## src/rtl/dma_chain_pkg.sv

```systemverilog
package dma_chain_pkg;

   localparam int unsigned REG_AW = 6;

   localparam logic [REG_AW-1:0] OFF_CTRL = 6'h00;
   localparam logic [REG_AW-1:0] OFF_STAT = 6'h04;
   localparam logic [REG_AW-1:0] OFF_CDR  = 6'h0C;
   localparam logic [REG_AW-1:0] OFF_NDR  = 6'h10;
   localparam logic [REG_AW-1:0] OFF_BCR  = 6'h20;

   localparam int unsigned CTL_EN     = 0;
   localparam int unsigned CTL_RESUME = 1;

   localparam int unsigned ST_WABORT = 2;
   localparam int unsigned ST_RABORT = 3;
   localparam int unsigned ST_FABORT = 5;
   localparam int unsigned ST_EOC    = 8;
   localparam int unsigned ST_EOT    = 9;
   localparam int unsigned ST_BUSY   = 10;

   localparam int unsigned DC_INT = 4;
   localparam int unsigned DC_M2M = 6;

   localparam int unsigned IDX_W = 3;
   localparam logic [IDX_W-1:0] W_LINK = 3'd0;
   localparam logic [IDX_W-1:0] W_SRC  = 3'd1;
   localparam logic [IDX_W-1:0] W_DST  = 3'd3;
   localparam logic [IDX_W-1:0] W_CNT  = 3'd4;
   localparam logic [IDX_W-1:0] W_CTL  = 3'd5;

   typedef enum logic [2:0] {
      ENG_IDLE,
      ENG_FETCH,
      ENG_RD,
      ENG_WR,
      ENG_DONE
   } eng_state_e;

endpackage

```

## src/rtl/dma_chain_regs.sv

```systemverilog
module dma_chain_regs
   import dma_chain_pkg::*;
#(
   parameter int unsigned AW       = 32,
   parameter int unsigned DW       = 32,
   parameter int unsigned CNT_W    = 25,
   parameter bit          IRQ_ON_ERR = 1'b1
) (
   input  logic              clk,
   input  logic              rst_n,
   input  logic              reg_we,
   input  logic [REG_AW-1:0] reg_addr,
   input  logic [DW-1:0]     reg_wdata,
   output logic [DW-1:0]     reg_rdata,
   input  logic              busy,
   input  logic [AW-1:0]     cur_addr,
   input  logic [CNT_W-1:0]  remain,
   input  logic              ndr_load,
   input  logic [AW-1:0]     ndr_link,
   input  logic              evt_eot,
   input  logic              evt_eoc,
   input  logic              evt_int,
   input  logic              err_fetch,
   input  logic              err_rd,
   input  logic              err_wr,
   output logic              en,
   output logic              start,
   output logic [AW-1:0]     ndr,
   output logic              stat_eot,
   output logic              stat_eoc,
   output logic              irq
);

   localparam int unsigned NSTK = 6;

   logic              en_q;
   logic [AW-1:0]     ndr_q;
   logic [NSTK-1:0]   stk_q, stk_set, stk_clr;
   logic [DW-1:0]     status;
   logic              wr_ctrl, wr_stat, wr_ndr;

   assign wr_ctrl = reg_we && (reg_addr == OFF_CTRL);
   assign wr_stat = reg_we && (reg_addr == OFF_STAT);
   assign wr_ndr  = reg_we && (reg_addr == OFF_NDR);

   assign start = wr_ctrl && reg_wdata[CTL_EN] && !busy &&
                  (!en_q || reg_wdata[CTL_RESUME]);

   // sticky order: eot, eoc, fetch abort, read abort, write abort, irq pending
   assign stk_set = {evt_eot, evt_eoc, err_fetch, err_rd, err_wr, evt_int};
   assign stk_clr = wr_stat ? {reg_wdata[ST_EOT], reg_wdata[ST_EOC], reg_wdata[ST_FABORT],
                               reg_wdata[ST_RABORT], reg_wdata[ST_WABORT], reg_wdata[ST_EOT]}
                            : '0;

   always_ff @(posedge clk) begin
      if (!rst_n) begin
         en_q  <= 1'b0;
         ndr_q <= '0;
         stk_q <= '0;
      end else begin
         if (wr_ctrl) en_q <= reg_wdata[CTL_EN];
         if (ndr_load)    ndr_q <= ndr_link;
         else if (wr_ndr) ndr_q <= reg_wdata[AW-1:0];
         stk_q <= stk_set | (stk_q & ~stk_clr);
      end
   end

   always_comb begin
      status            = '0;
      status[ST_BUSY]   = busy;
      status[ST_EOT]    = stk_q[5];
      status[ST_EOC]    = stk_q[4];
      status[ST_FABORT] = stk_q[3];
      status[ST_RABORT] = stk_q[2];
      status[ST_WABORT] = stk_q[1];
   end

   always_comb begin
      reg_rdata = '0;
      case (reg_addr)
         OFF_CTRL: reg_rdata[CTL_EN] = en_q;
         OFF_STAT: reg_rdata = status;
         OFF_CDR:  reg_rdata = DW'(cur_addr);
         OFF_NDR:  reg_rdata = DW'(ndr_q);
         OFF_BCR:  reg_rdata = DW'(remain);
         default:  reg_rdata = '0;
      endcase
   end

   generate
      if (IRQ_ON_ERR) begin : g_irq_err
         assign irq = stk_q[0] | (|stk_q[3:1]);
      end else begin : g_irq_done
         assign irq = stk_q[0];
      end
   endgenerate

   assign en       = en_q;
   assign ndr      = ndr_q;
   assign stat_eot = stk_q[5];
   assign stat_eoc = stk_q[4];

endmodule

```

## src/rtl/dma_chain_engine.sv

```systemverilog
module dma_chain_engine
   import dma_chain_pkg::*;
#(
   parameter int unsigned AW    = 32,
   parameter int unsigned DW    = 32,
   parameter int unsigned CNT_W = 25
) (
   input  logic             clk,
   input  logic             rst_n,
   input  logic             start,
   input  logic             en,
   input  logic [AW-1:0]    ndr_in,
   output logic             mem_req,
   output logic             mem_we,
   output logic [AW-1:0]    mem_addr,
   output logic [DW-1:0]    mem_wdata,
   input  logic             mem_ack,
   input  logic             mem_err,
   input  logic [DW-1:0]    mem_rdata,
   output logic             busy,
   output logic [AW-1:0]    cur_addr,
   output logic [CNT_W-1:0] remain,
   output logic             ndr_load,
   output logic [AW-1:0]    ndr_link,
   output logic             evt_eot,
   output logic             evt_eoc,
   output logic             evt_int,
   output logic             err_fetch,
   output logic             err_rd,
   output logic             err_wr
);

   localparam logic [AW-1:0]    STEP    = AW'(4);
   localparam logic [CNT_W-1:0] CSTEP   = CNT_W'(4);
   localparam logic [CNT_W-1:0] TWO_WRD = CNT_W'(8);

   eng_state_e        st_q;
   logic [IDX_W-1:0]  idx_q;
   logic [AW-1:0]     cur_q, link_q, src_q, dst_q;
   logic [CNT_W-1:0]  cnt_q;
   logic              int_q;
   logic [DW-1:0]     buf_q;
   logic              acked, ok, bad, ndr_zero;

   assign mem_req  = (st_q == ENG_FETCH) || (st_q == ENG_RD) || (st_q == ENG_WR);
   assign mem_we   = (st_q == ENG_WR);
   assign mem_wdata = buf_q;

   always_comb begin
      case (st_q)
         ENG_RD:  mem_addr = src_q;
         ENG_WR:  mem_addr = dst_q;
         default: mem_addr = cur_q + (AW'(idx_q) << 2);
      endcase
   end

   assign acked    = mem_req && mem_ack;
   assign ok       = acked && !mem_err;
   assign bad      = acked && mem_err;
   assign ndr_zero = (ndr_in == '0);

   assign busy      = (st_q != ENG_IDLE);
   assign cur_addr  = cur_q;
   assign remain    = cnt_q;
   assign ndr_load  = (st_q == ENG_FETCH) && ok && (idx_q == W_CTL);
   assign ndr_link  = link_q;
   assign evt_eot   = (st_q == ENG_DONE);
   assign evt_int   = (st_q == ENG_DONE) && int_q;
   assign evt_eoc   = ndr_zero && ((st_q == ENG_DONE) || ((st_q == ENG_IDLE) && start));
   assign err_fetch = (st_q == ENG_FETCH) && bad;
   assign err_rd    = (st_q == ENG_RD) && bad;
   assign err_wr    = (st_q == ENG_WR) && bad;

   always_ff @(posedge clk) begin
      if (!rst_n) begin
         st_q   <= ENG_IDLE;
         idx_q  <= '0;
         cur_q  <= '0;
         link_q <= '0;
         src_q  <= '0;
         dst_q  <= '0;
         cnt_q  <= '0;
         int_q  <= 1'b0;
         buf_q  <= '0;
      end else begin
         case (st_q)
            ENG_IDLE: begin
               if (start && !ndr_zero) begin
                  cur_q <= ndr_in;
                  idx_q <= '0;
                  st_q  <= ENG_FETCH;
               end
            end
            ENG_FETCH: begin
               if (bad) begin
                  st_q <= ENG_IDLE;
               end else if (ok) begin
                  case (idx_q)
                     W_LINK:  link_q <= mem_rdata[AW-1:0];
                     W_SRC:   src_q  <= mem_rdata[AW-1:0];
                     W_DST:   dst_q  <= mem_rdata[AW-1:0];
                     W_CNT:   cnt_q  <= mem_rdata[CNT_W-1:0];
                     W_CTL:   int_q  <= mem_rdata[DC_INT];
                     default: ;
                  endcase
                  if (idx_q == W_CTL) begin
                     if (!en)
                        st_q <= ENG_IDLE;
                     else if (mem_rdata[DC_M2M] && (cnt_q >= CSTEP))
                        st_q <= ENG_RD;
                     else
                        st_q <= ENG_DONE;
                  end else begin
                     idx_q <= idx_q + 1'b1;
                  end
               end
            end
            ENG_RD: begin
               if (bad) begin
                  st_q <= ENG_IDLE;
               end else if (ok) begin
                  buf_q <= mem_rdata;
                  st_q  <= ENG_WR;
               end
            end
            ENG_WR: begin
               if (bad) begin
                  st_q <= ENG_IDLE;
               end else if (ok) begin
                  src_q <= src_q + STEP;
                  dst_q <= dst_q + STEP;
                  cnt_q <= cnt_q - CSTEP;
                  if (cnt_q < TWO_WRD) st_q <= ENG_DONE;
                  else if (!en)        st_q <= ENG_IDLE;
                  else                 st_q <= ENG_RD;
               end
            end
            ENG_DONE: begin
               if (ndr_zero || !en) begin
                  st_q <= ENG_IDLE;
               end else begin
                  cur_q <= ndr_in;
                  idx_q <= '0;
                  st_q  <= ENG_FETCH;
               end
            end
            default: st_q <= ENG_IDLE;
         endcase
      end
   end

endmodule

```

## src/rtl/dma_chain_ctrl.sv

```systemverilog
module dma_chain_ctrl
   import dma_chain_pkg::*;
#(
   parameter int unsigned AW         = 32,
   parameter int unsigned DW         = 32,
   parameter int unsigned CNT_W      = 25,
   parameter bit          IRQ_ON_ERR = 1'b1
) (
   input  logic              clk,
   input  logic              rst_n,
   input  logic              reg_we,
   input  logic [REG_AW-1:0] reg_addr,
   input  logic [DW-1:0]     reg_wdata,
   output logic [DW-1:0]     reg_rdata,
   output logic              mem_req,
   output logic              mem_we,
   output logic [AW-1:0]     mem_addr,
   output logic [DW-1:0]     mem_wdata,
   input  logic              mem_ack,
   input  logic              mem_err,
   input  logic [DW-1:0]     mem_rdata,
   output logic              irq
);

   generate
      if (DW != 32) begin : g_bad_dw
         $error("dma_chain_ctrl: DW must be 32");
      end
      if (AW != DW) begin : g_bad_aw
         $error("dma_chain_ctrl: AW must equal DW");
      end
      if ((CNT_W < 3) || (CNT_W > DW)) begin : g_bad_cnt
         $error("dma_chain_ctrl: CNT_W out of range");
      end
   endgenerate

   logic             busy_w, ctrl_en, start_w, ndr_load_w;
   logic             evt_eot, evt_eoc, evt_int, err_fetch, err_rd, err_wr;
   logic             stat_eot, stat_eoc;
   logic [AW-1:0]    ndr_w, cur_w, link_w;
   logic [CNT_W-1:0] remain_w;

   dma_chain_regs #(.AW(AW), .DW(DW), .CNT_W(CNT_W), .IRQ_ON_ERR(IRQ_ON_ERR)) u_regs (
      .clk       (clk),
      .rst_n     (rst_n),
      .reg_we    (reg_we),
      .reg_addr  (reg_addr),
      .reg_wdata (reg_wdata),
      .reg_rdata (reg_rdata),
      .busy      (busy_w),
      .cur_addr  (cur_w),
      .remain    (remain_w),
      .ndr_load  (ndr_load_w),
      .ndr_link  (link_w),
      .evt_eot   (evt_eot),
      .evt_eoc   (evt_eoc),
      .evt_int   (evt_int),
      .err_fetch (err_fetch),
      .err_rd    (err_rd),
      .err_wr    (err_wr),
      .en        (ctrl_en),
      .start     (start_w),
      .ndr       (ndr_w),
      .stat_eot  (stat_eot),
      .stat_eoc  (stat_eoc),
      .irq       (irq)
   );

   dma_chain_engine #(.AW(AW), .DW(DW), .CNT_W(CNT_W)) u_eng (
      .clk       (clk),
      .rst_n     (rst_n),
      .start     (start_w),
      .en        (ctrl_en),
      .ndr_in    (ndr_w),
      .mem_req   (mem_req),
      .mem_we    (mem_we),
      .mem_addr  (mem_addr),
      .mem_wdata (mem_wdata),
      .mem_ack   (mem_ack),
      .mem_err   (mem_err),
      .mem_rdata (mem_rdata),
      .busy      (busy_w),
      .cur_addr  (cur_w),
      .remain    (remain_w),
      .ndr_load  (ndr_load_w),
      .ndr_link  (link_w),
      .evt_eot   (evt_eot),
      .evt_eoc   (evt_eoc),
      .evt_int   (evt_int),
      .err_fetch (err_fetch),
      .err_rd    (err_rd),
      .err_wr    (err_wr)
   );

endmodule

```

## config.mk

```make
export PLATFORM = sky130hd
export DESIGN_NAME = dma_chain_ctrl
export DESIGN_NICKNAME = d
export VERILOG_FILES = /design/src/rtl/dma_chain_pkg.sv /design/src/rtl/dma_chain_regs.sv /design/src/rtl/dma_chain_engine.sv /design/src/rtl/dma_chain_ctrl.sv
export SDC_FILE = /design/constraint.sdc
export NUM_CORES = 1
export LEC_CHECK = 0
export BUFFER_PORTS_ARGS = -buffer_cell sky130_fd_sc_hd__buf_2
export CAP_MARGIN = 10
export CORE_MARGIN = 2
export CORE_UTILIZATION = 50
export DETAILED_ROUTE_END_ITERATION = 6
export GPL_TIMING_DRIVEN = 1
export PLACE_DENSITY = 0.71
export RECOVER_POWER = 100
export SYNTH_ARGS = -nofsm -noshare
export SYNTH_HDL_FRONTEND = slang
export SYNTH_SLANG_ARGS = --single-unit
```

## constraint.sdc

```tcl
create_clock -name clk -period 3.4 [get_ports clk]
set_clock_uncertainty 0.2 [all_clocks]
set_input_delay 0.34 -clock clk [delete_from_list [all_inputs] [get_ports clk]]
set_output_delay 0.34 -clock clk [all_outputs]
set_load 0.02 [all_outputs]
```

==> results.tsv <==
stage	metric	value	unit
sta	min Tclk post-route	3340	ps
sta	maximum operating frequency	299	MHz
logic_synthesis	leading area contributor after synthesis	dfxtp_1	
logic_synthesis	syn_nets	1798	
worst_setup_path	cell repeated most along the worst path	nor2_1	
worst_setup_path	Worst EP arrival	3570	ps
route	Via density	6.62	
pwr	Switch Pwr	1420	uW
logic_synthesis	Adder-Cell Fraction of Synth Area	0.0122	
sta	setup tns final	0	ps
logic_synthesis	sequential area share after synthesis	0.357	
route	vias	14900	
worst_setup_path	CP endpoint kind	flop	
worst_setup_path	Critical Path Source Type	flop	
place	post-DP HPWL	37.0	mm
worst_setup_path	reg2reg start	u_eng.st_q[2]	
flow_run	MaxCap Viol Count	1	
cts	CTS tree	built	
logic_synthesis	Yosys cell types	82	
layout	fin nets	1985	
logic_synthesis	complex-gate fraction of the synthesized area	0.264	
sta	Final Hold Fails	0	
cts	clk root buf	clkbuf_16	
layout	FF+latch area	4630	um^2
place	placed cell count	2136	
logic_synthesis	most frequent cell after synthesis	nand2_1	
logic_synthesis	mux share of post-synthesis cell area	0.0357	
cts	Clock Latency Late Sink	540	ps
global_routing	first-pass GRT wire length	79.6	mm
min_path	Worst Hold Depth	3	
place	port bufs	173	
die	Core Region	25300	um^2
layout	layout cells sized above 1	0.116	
sta	Tcrit/Tclk final	0.984	
worst_setup_path	Crit. Startpoint	u_eng.st_q[2]	
die	Die W	165	um
global_routing	largest net degree at the start of global routing	67	
pwr	cell-internal power	4810	uW
cts	TritonCTS Sinks	231	
worst_setup_path	largest stage delay on the critical path	610	ps
logic_synthesis	Main synth FF type	dfxtp_1	
route	DR iter-0 viols	2393	
logic_synthesis	Yosys warnings	0	
outcome	violated checks	max-capacitance violations, max-slew violations	
logic_synthesis	Synth top area share	0.357	
global_routing	GRT Total Usage	0.383	
worst_setup_path	crit-path cells	nand3b_1 -> clkbuf_2 -> nor2_1 -> clkbuf_1 -> nand2_1 -> o221ai_1 -> nor2_1	
worst_setup_path	register-to-register setup slack	60	ps
cts	clock tree buffer depth	3	
sta	relative slew slack	-0.0590	
worst_setup_path	crit path kind	flop to flop	
route	Routed WL	53.3	mm
pwr	clock share of power	0.512	
logic_synthesis	Synth Area in Simple Gates	0.257	
min_path	Worst Hold End	u_regs.ndr[12]	
logic_synthesis	Post-synth ARST share	0	
min_path	HP Class	input pin to flop	
die	Die ar.	27200	um^2
die	Cell Rows	58	
route	drt pass-1 iters	7	
sta	final count of pins violating max slew	11	
logic_synthesis	Post-synth top cells	234 x nand2_1, 231 x dfxtp_1, 196 x a21oi_1	
die	Die H	165	um
cts	total CTS buffers	26	
worst_setup_path	FF-to-FF End	u_eng.src_q[17]	
logic_synthesis	Synth Area in XOR/XNOR	0.0196	
outcome	outcome	finished, violations left	
worst_setup_path	CP delay by family, top	buffers and inverters	
layout	area occupied by multi-input gates	7670	um^2
worst_setup_path	R2R depth	7	
die	IO Pins	174	
sta	worst-margin pin slew	1570	ps
logic_synthesis	flop and latch count out of synthesis	231	
layout	Cell Count, Final, Fillers Out	2247	
pwr	Power per Cell Area	398	nW/um^2
logic_synthesis	EDFF count, synth	0	
die	Starting Density	0.511	
worst_setup_path	slowest cell on the critical path	clkbuf_2	
layout	Area Growth Syn to Fin	20.8	%
route	Residual DRC	0	
logic_synthesis	largest family of logic cells by synthesized area	compound AO/OA/AOI/OAI gates	
pwr	VDD IR max	494	uV
global_routing	total grt overflow	0	
worst_setup_path	Req. time, crit path	3620	ps
cts	Worst-path clk slew	60	ps
global_routing	vias in the first global route	13500	
sta	Setup violations, final	0	
global_routing	initial antenna violation count	0	
logic_synthesis	Area contributors post-synth	dfxtp_1 36%, a21oi_1 7.6%, nand2_1 6.8%, o21ai_0 4.5%, a211oi_1 3.9%	
pwr	sequential power share	0.435	
route	DRT antenna net count	0	
logic_synthesis	Cell Area, Synth	12900	um^2
cts	CTS H-tree depth	1	
pwr	P_leak	0.00577	uW
layout	Fillers	2310	
logic_synthesis	Mapped Cells	1711	
place	RePlAce Congestion	0.950	
route	post-DR wirelength/cell	23.7	um
sta	RSZ-0062 raised after global routing	no	
pwr	Comb pwr share	0.053	
min_path	HP Start	reg_wdata[12]	
worst_setup_path	critical path fanouts, max	37	
pwr	switching portion of total power	0.229	
logic_synthesis	Mean Syn Cell Area	7.57	um^2
worst_setup_path	WP buf/inv	2	
stage by stage:
stage               total power, uW  instance area, um^2  utilization  hold WS, ps  setup slack, ps
floorplan                      2870                12900            -          236              666
global placement               3030                14200        0.559          240              306
detailed placement             3030                14200        0.559          244              216
CTS                            6240                15800        0.625        0.282             29.5
global route                   6350                15600        0.618         23.6             15.9
finish                         6230                15600        0.618         11.2             55.5
sequential cells by signal (all words and copies together) (netlist names):
signal / count
u_eng.cur_addr: 32
u_eng.dst_q: 32
u_eng.mem_wdata: 32
u_eng.ndr_link: 32
u_eng.src_q: 32
u_regs.ndr: 32
u_eng.remain: 25
u_regs.stk_q: 6
u_eng.idx_q: 3
u_eng.st_q: 3
u_eng.int_q: 1
u_regs.en: 1
logic make-up after synthesis:
kind of cell	count (synthesis)
xor gates and xnor gates	29
buffers and inverters	178
and+or+nand+nor	675
adders and majority gates	12
DFF	231
AOI/OAI and AO/OA	540
muxes	46
metal layers:
layer	wire (um)	global-route usage
met4	3570	0.208
met2	22500	0.570
met3	6280	0.0806
met5	0	0
met1	21000	0.518
cell type report:
cell class / count / share of cell area
diodes: 1 / 0.000160
multi-input cells: 1302 / 0.490
repair buffers: 297 / 0.115
clock inverters: 13 / 0.0147
well taps: 330 / 0.0264
flip-flops and latches: 231 / 0.296
inverters: 40 / 0.00992
clock buffers: 33 / 0.0472
tightest hold or removal path, stage by stage:
cell,delay [ps]
buf_2,110
mux2i_1,160
a211oi_1,90
timing repair:
action	CTS	global route
hold endpoints to repair	103	0
pin swaps	3	6
resized for setup	10	10
endpoints found under the setup margin	11	9
hold buffers	64	0
buffers inserted	0	0
power by group through the flow:
stage / registers [uW] / clock network (uW) / logic [uW]
after floorplan: 2770 / 0 / 104
after global placement: 2770 / 0 / 262
after detailed placement: 2770 / 0 / 262
after CTS: 2710 / 3210 / 318
after global routing: 2710 / 3310 / 339
final: 2710 / 3190 / 331
placed cells by master, fill, tap and decap left out, types with 15 or more instances in the layout:
cell           count
nand2_1          233
dfxtp_1          229
a21oi_1          195
o21ai_0          119
nor2_1           116
clkbuf_1          91
nand3_1           87
buf_2             82
a211oi_1          68
dlygate4sd3_1     64
mux2i_1           45
buf_4             44
nor3_1            39
inv_1             36
nor4_1            33
nand4_1           30
and2_1            27
clkbuf_16         27
xnor2_1           26
a222oi_1          24
and3_1            22
clkbuf_2          18
a31oi_1           17
a22o_1            15
how the worst max path moves through the flow:
stage          depth (start not counted)         endpoint  slack, ps
4_1_cts                                8     mem_addr[31]         30
3_3_place_gp                           9     mem_addr[20]        310
3_5_place_dp                           9     mem_addr[12]        220
5_1_grt                                9  u_eng.dst_q[11]         20
6_report                               7  u_eng.src_q[17]         60
2_1_floorplan                          8     mem_addr[20]        670
No activity file was read; power rests on OpenSTA's default activity.
